===== src/rtl/pinbank_pkg.sv =====
package pinbank_pkg;

  // Word indices (byte address >> 2) of the register map
  localparam logic [5:0] WIDX_OUT = 6'd0;
  localparam logic [5:0] WIDX_SET = 6'd1;
  localparam logic [5:0] WIDX_CLR = 6'd2;
  localparam logic [5:0] WIDX_TOG = 6'd3;
  localparam logic [5:0] WIDX_IN  = 6'd4;
  localparam logic [5:0] WIDX_DIR = 6'd5;

  // Write strobes handed from control to datapath, at most one high
  typedef struct packed {
    logic ldOut;
    logic setOut;
    logic clrOut;
    logic togOut;
    logic ldDir;
  } wrStrobe_t;

  // Read-data source select
  typedef enum logic [1:0] {
    RD_ZERO = 2'd0,
    RD_OUT  = 2'd1,
    RD_IN   = 2'd2,
    RD_DIR  = 2'd3
  } rdSel_e;

endpackage


===== src/rtl/pinbank_ctrl.sv =====
module pinbank_ctrl
  import pinbank_pkg::*;
#(
  parameter int ADDR_W = 8
) (
  input  logic [ADDR_W-1:0] busAddr,
  input  logic              busWrEn,
  output wrStrobe_t         strobe,
  output rdSel_e            rdSel
);

  localparam int IDX_W = ADDR_W - 2;

  logic             aligned;
  logic [IDX_W-1:0] wordIdx;

  assign aligned = (busAddr[1:0] == 2'b00);
  assign wordIdx = busAddr[ADDR_W-1:2];

  function automatic logic hit(input logic [IDX_W-1:0] idx, input logic [5:0] ref6);
    return aligned && (idx == IDX_W'(ref6));
  endfunction

  always_comb begin
    strobe        = '0;
    strobe.ldOut  = busWrEn && hit(wordIdx, WIDX_OUT);
    strobe.setOut = busWrEn && hit(wordIdx, WIDX_SET);
    strobe.clrOut = busWrEn && hit(wordIdx, WIDX_CLR);
    strobe.togOut = busWrEn && hit(wordIdx, WIDX_TOG);
    strobe.ldDir  = busWrEn && hit(wordIdx, WIDX_DIR);
  end

  always_comb begin
    rdSel = RD_ZERO;
    if (hit(wordIdx, WIDX_OUT))      rdSel = RD_OUT;
    else if (hit(wordIdx, WIDX_IN))  rdSel = RD_IN;
    else if (hit(wordIdx, WIDX_DIR)) rdSel = RD_DIR;
  end

endmodule


===== src/rtl/pinbank_datapath.sv =====
module pinbank_datapath
  import pinbank_pkg::*;
#(
  parameter int PIN_COUNT   = 32,
  parameter int SYNC_STAGES = 2
) (
  input  logic                 clk,
  input  logic                 rstN,
  input  wrStrobe_t            strobe,
  input  rdSel_e               rdSel,
  input  logic [PIN_COUNT-1:0] wrData,
  input  logic [PIN_COUNT-1:0] padIn,
  output logic [PIN_COUNT-1:0] rdData,
  output logic [PIN_COUNT-1:0] padOut,
  output logic [PIN_COUNT-1:0] padOe
);

  logic [PIN_COUNT-1:0] outQ, outD;
  logic [PIN_COUNT-1:0] dirQ;
  logic [PIN_COUNT-1:0] syncQ [SYNC_STAGES];

  // Per-pin next-state of the output latch
  for (genvar p = 0; p < PIN_COUNT; p++) begin : g_pin
    always_comb begin
      outD[p] = outQ[p];
      if (strobe.ldOut)                    outD[p] = wrData[p];
      else if (strobe.setOut && wrData[p]) outD[p] = 1'b1;
      else if (strobe.clrOut && wrData[p]) outD[p] = 1'b0;
      else if (strobe.togOut && wrData[p]) outD[p] = ~outQ[p];
    end
  end

  always_ff @(posedge clk) begin
    if (!rstN) begin
      outQ <= '0;
      dirQ <= '0;
    end else begin
      outQ <= outD;
      if (strobe.ldDir) dirQ <= wrData;
    end
  end

  // Input synchronizer chain
  for (genvar s = 0; s < SYNC_STAGES; s++) begin : g_sync
    if (s == 0) begin : g_first
      always_ff @(posedge clk) begin
        if (!rstN) syncQ[s] <= '0;
        else       syncQ[s] <= padIn;
      end
    end else begin : g_next
      always_ff @(posedge clk) begin
        if (!rstN) syncQ[s] <= '0;
        else       syncQ[s] <= syncQ[s-1];
      end
    end
  end

  always_comb begin
    unique case (rdSel)
      RD_OUT:  rdData = outQ;
      RD_IN:   rdData = syncQ[SYNC_STAGES-1];
      RD_DIR:  rdData = dirQ;
      default: rdData = '0;
    endcase
  end

  assign padOut = outQ;
  assign padOe  = dirQ;

endmodule


===== src/rtl/pinbank_io.sv =====
module pinbank_io
  import pinbank_pkg::*;
#(
  parameter int ADDR_W      = 8,
  parameter int PIN_COUNT   = 32,
  parameter int SYNC_STAGES = 2
) (
  input  logic                 clk,
  input  logic                 rstN,
  input  logic [ADDR_W-1:0]    busAddr,
  input  logic                 busWrEn,
  input  logic [PIN_COUNT-1:0] busWrData,
  output logic [PIN_COUNT-1:0] busRdData,
  input  logic [PIN_COUNT-1:0] padIn,
  output logic [PIN_COUNT-1:0] padOut,
  output logic [PIN_COUNT-1:0] padOe
);

  wrStrobe_t strobe;
  rdSel_e    rdSel;

  pinbank_ctrl #(.ADDR_W(ADDR_W)) u_ctrl (
    .busAddr (busAddr),
    .busWrEn (busWrEn),
    .strobe  (strobe),
    .rdSel   (rdSel)
  );

  pinbank_datapath #(.PIN_COUNT(PIN_COUNT), .SYNC_STAGES(SYNC_STAGES)) u_dp (
    .clk    (clk),
    .rstN   (rstN),
    .strobe (strobe),
    .rdSel  (rdSel),
    .wrData (busWrData),
    .padIn  (padIn),
    .rdData (busRdData),
    .padOut (padOut),
    .padOe  (padOe)
  );

endmodule


===== config.mk =====
export PLATFORM = sky130hd
export DESIGN_NAME = pinbank_io
export DESIGN_NICKNAME = d
export VERILOG_FILES = /design/src/rtl/pinbank_pkg.sv /design/src/rtl/pinbank_ctrl.sv /design/src/rtl/pinbank_datapath.sv /design/src/rtl/pinbank_io.sv
export SDC_FILE = /design/constraint.sdc
export NUM_CORES = 1
export LEC_CHECK = 0
export CAP_MARGIN = 20
export CORE_MARGIN = 4
export CORE_UTILIZATION = 51
export CTS_CLUSTER_DIAMETER = 120
export DETAILED_ROUTE_END_ITERATION = 10
export PLACE_DENSITY = 0.85
export SLEW_MARGIN = 25
export SYNTH_ARGS = -nofsm -noshare
export SYNTH_HDL_FRONTEND = slang
export SYNTH_SLANG_ARGS = --single-unit

===== constraint.sdc =====
create_clock -name clk -period 3.35 [get_ports clk]
set_input_delay 0.67 -clock clk [delete_from_list [all_inputs] [get_ports clk]]
set_output_delay 0.67 -clock clk [all_outputs]
set_load 0.05 [all_outputs]

==> impl_metrics.toml <==
[sta]
fin_setup_tns_ns = 0
finalSetupViolCount = 0
tightestPinTransition_ns = 0.697
slew_violations = 0
fmax_mhz = 342
slew_headroom_pct = 53.6
hold_violations = 0
fin_crit_ns = 2.92
skew_ns = 0.00407
min_period_over_period_pct = 87.2
grt_setup_unrepaired = "no"

[drt]
vias = 5357
wl_um = 17200
via_per_inst = 5.53
drc = 0
ant_nets = 0
routedWlPerCell_um = 17.8
drt_iter0_drc = 216
dr.pass1.iters = 4

[critical_path]
ff2ff_path_depth = 3
r2r_setup_slack_ns = 2.35
crit_required_ns = 2.68
r2r_end = "u_dp.padOut[24]"
r2r_start = "u_dp.padOut[24]"
crit_end = "busRdData[27]"
worstSetupPathType = "in2out"
worst-path-max-fanout = 32
endpoint_kind = "output port"
worstPathArrival_ns = 2.25
cp-start-kind = "input port"
cp-startpoint = "busAddr[3]"

[final_layout]
postLayoutCoreUtil_pct = 78.1
antennaDiodeCount = 0
drive_gt1_share_pct = 13.6
final_net_count = 890
synthToLayoutAreaGrowth_pct = 48.1

[global_route]
grt_antenna_before_repair = 0
track_usage_pct = 26.4
grt_max_degree = 74
grt_overflow = 0
grt_pass1_vias = 5645
grt_pass1_wl_um = 27300

[die]
core_um2 = 10900
die_h_um = 114
start_util_pct = 52.7
dieArea_um2 = 13100
die_w_um = 114
io-pin-count = 171
rows = 38

[clock_network]
clk_pin_slew_worst_paths_ns = 0.05
hold_buffers = 0
cts_buffers = 17
clkSinkCount = 128
htreeDepth = 4
cts_resized = 0
clkLatencyLatePin_ns = 0.41
cts_tree = "built"
post_cts_buffers = 0
cts_root_buffer = "clkbuf_16"
clockBufferDepth = 2

[yosys]
synth_cells = 670
ys_ff_latch = 128
syn_nets = 745
synth_area_um2 = 5770
ys_seq_area_share_pct = 44.4
async_reset_ff_share_pct = 0
synth-warning-count = 0
synthFlopType = "dfxtp_1"
postSynthAreaPerCell_um2 = 8.61
synth_cell_types = 22
synth-edff-count = 0

[place]
place_congestion = 0.842
dpl.hpwl_um = 11300
portBuffers = 170

[status]
outcome = "complete, no violations"

[flow_run]
maxCapViolCount = 0

[power]
power.leakage_uw = 0.00336
vdd_ir_drop_max_mv = 0.333
power-per-cell-area_nw_per_um2 = 477

[hold_path]
min_path_type = "reg2reg"
## placed cells by master, fill, tap and decap left out
master           instances
a21boi_0                27
nand2b_1                 5
clkbuf_1                 1
nand4b_1                 5
inv_1                   54
mux2i_1                 64
bufinv_16                7
clkinvlp_4               1
or2_1                    1
o32ai_1                 27
or2_2                   33
buf_12                  34
o211ai_1                10
and2_1                  65
buf_2                    2
or3_1                    1
a21oi_1                 32
buf_4                   13
nand2_1                124
clkbuf_8                 4
a21o_1                   5
nor3_1                   2
clkdlybuf4s50_1        135
clkbuf_16               17
clkinv_2                 2
dfxtp_1                128
or4b_1                   1
nand4_1                  1
a211oi_1                27
## flip-flops by register name (all words and copies together) (netlist names)
signal and flops:
u_dp.padOe 32, u_dp.padOut 32, u_dp.syncQ 64
## final cells by class
| type | instances | area, um2 |
|---|---|---|
| well taps | 140 | 175 |
| multi-input cells | 430 | 2750 |
| repair buffers | 184 | 2140 |
| clock buffers | 22 | 484 |
| fillers | 719 | 2400 |
| flip-flops and latches | 128 | 2560 |
| inverters | 54 | 203 |
| clock inverters | 10 | 228 |
## where the power goes
part / switching [uW] / internal [uW]
Clock: 663 / 1550
Sequential: 11.1 / 1560
Combinational: 147 / 143
## kinds of logic after synthesis
logic type | count (synthesis) | synth area share, %
AO/OA/AOI/OAI | 128 | 15.9
AND/OR/NAND/NOR | 238 | 20.7
flip-flops | 128 | 44.4
multiplexers | 64 | 11.1
buffers and inverters | 112 | 7.90
## worst max-delay path: stages
cell and delay [ns]:
clkdlybuf4s50_1 0.44, nor3_1 0.28, nand2_1 0.09, buf_4 0.27, a21oi_1 0.31, buf_12 0.18
## metrics by stage
stage	instance area (um2)	setup WS, ns	power [uW]	std cells	hold slack, ns
6_report	8540	0.429	4070	968	0.430
3_5_place_dp	7830	0.444	1890	936	0.418
4_1_cts	8540	0.432	4090	968	0.431
3_3_place_gp	7830	0.548	1880	936	0.413
2_1_floorplan	5770	0.266	1750	670	0.412
5_1_grt	8540	0.342	4190	968	0.443
## metal layers
layer	global-route usage (%)	vias up	part of all wire [%]
li1	-	2522	-
met1	29.7	2542	39
met2	46.7	249	51
met3	7.56	44	7.6
met4	10.8	0	2.8
met5	0	-	0
## how the worst min path moves through the flow
stage	slack, ns	depth (start not counted)	start	endpoint
6_report	0.43	1	u_dp.syncQ[0][7]	u_dp.syncQ[1][7]
5_1_grt	0.44	1	u_dp.syncQ[0][16]	u_dp.syncQ[1][16]
4_1_cts	0.43	1	u_dp.syncQ[0][7]	u_dp.syncQ[1][7]
3_5_place_dp	0.42	1	u_dp.syncQ[0][7]	u_dp.syncQ[1][7]
3_3_place_gp	0.41	1	u_dp.syncQ[0][20]	u_dp.syncQ[1][20]
2_1_floorplan	0.41	1	u_dp.syncQ[0][0]	u_dp.syncQ[1][0]
## synth_stat cells, types with 5 or more instances
master / number / share of area [%]
o32ai_1: 27 / 4.1
a21boi_0: 27 / 3.5
nand2b_1: 5 / 0.54
a211oi_1: 27 / 3.5
dfxtp_1: 128 / 44
nand4b_1: 5 / 0.76
a21o_1: 5 / 0.65
clkbuf_1: 50 / 3.3
mux2i_1: 64 / 11
inv_1: 54 / 3.5
o211ai_1: 10 / 1.3
and2_1: 65 / 7.1
nand2_1: 124 / 8.1
a21oi_1: 32 / 2.8
or2_2: 33 / 3.6
(Power assumes the default switching activity.)
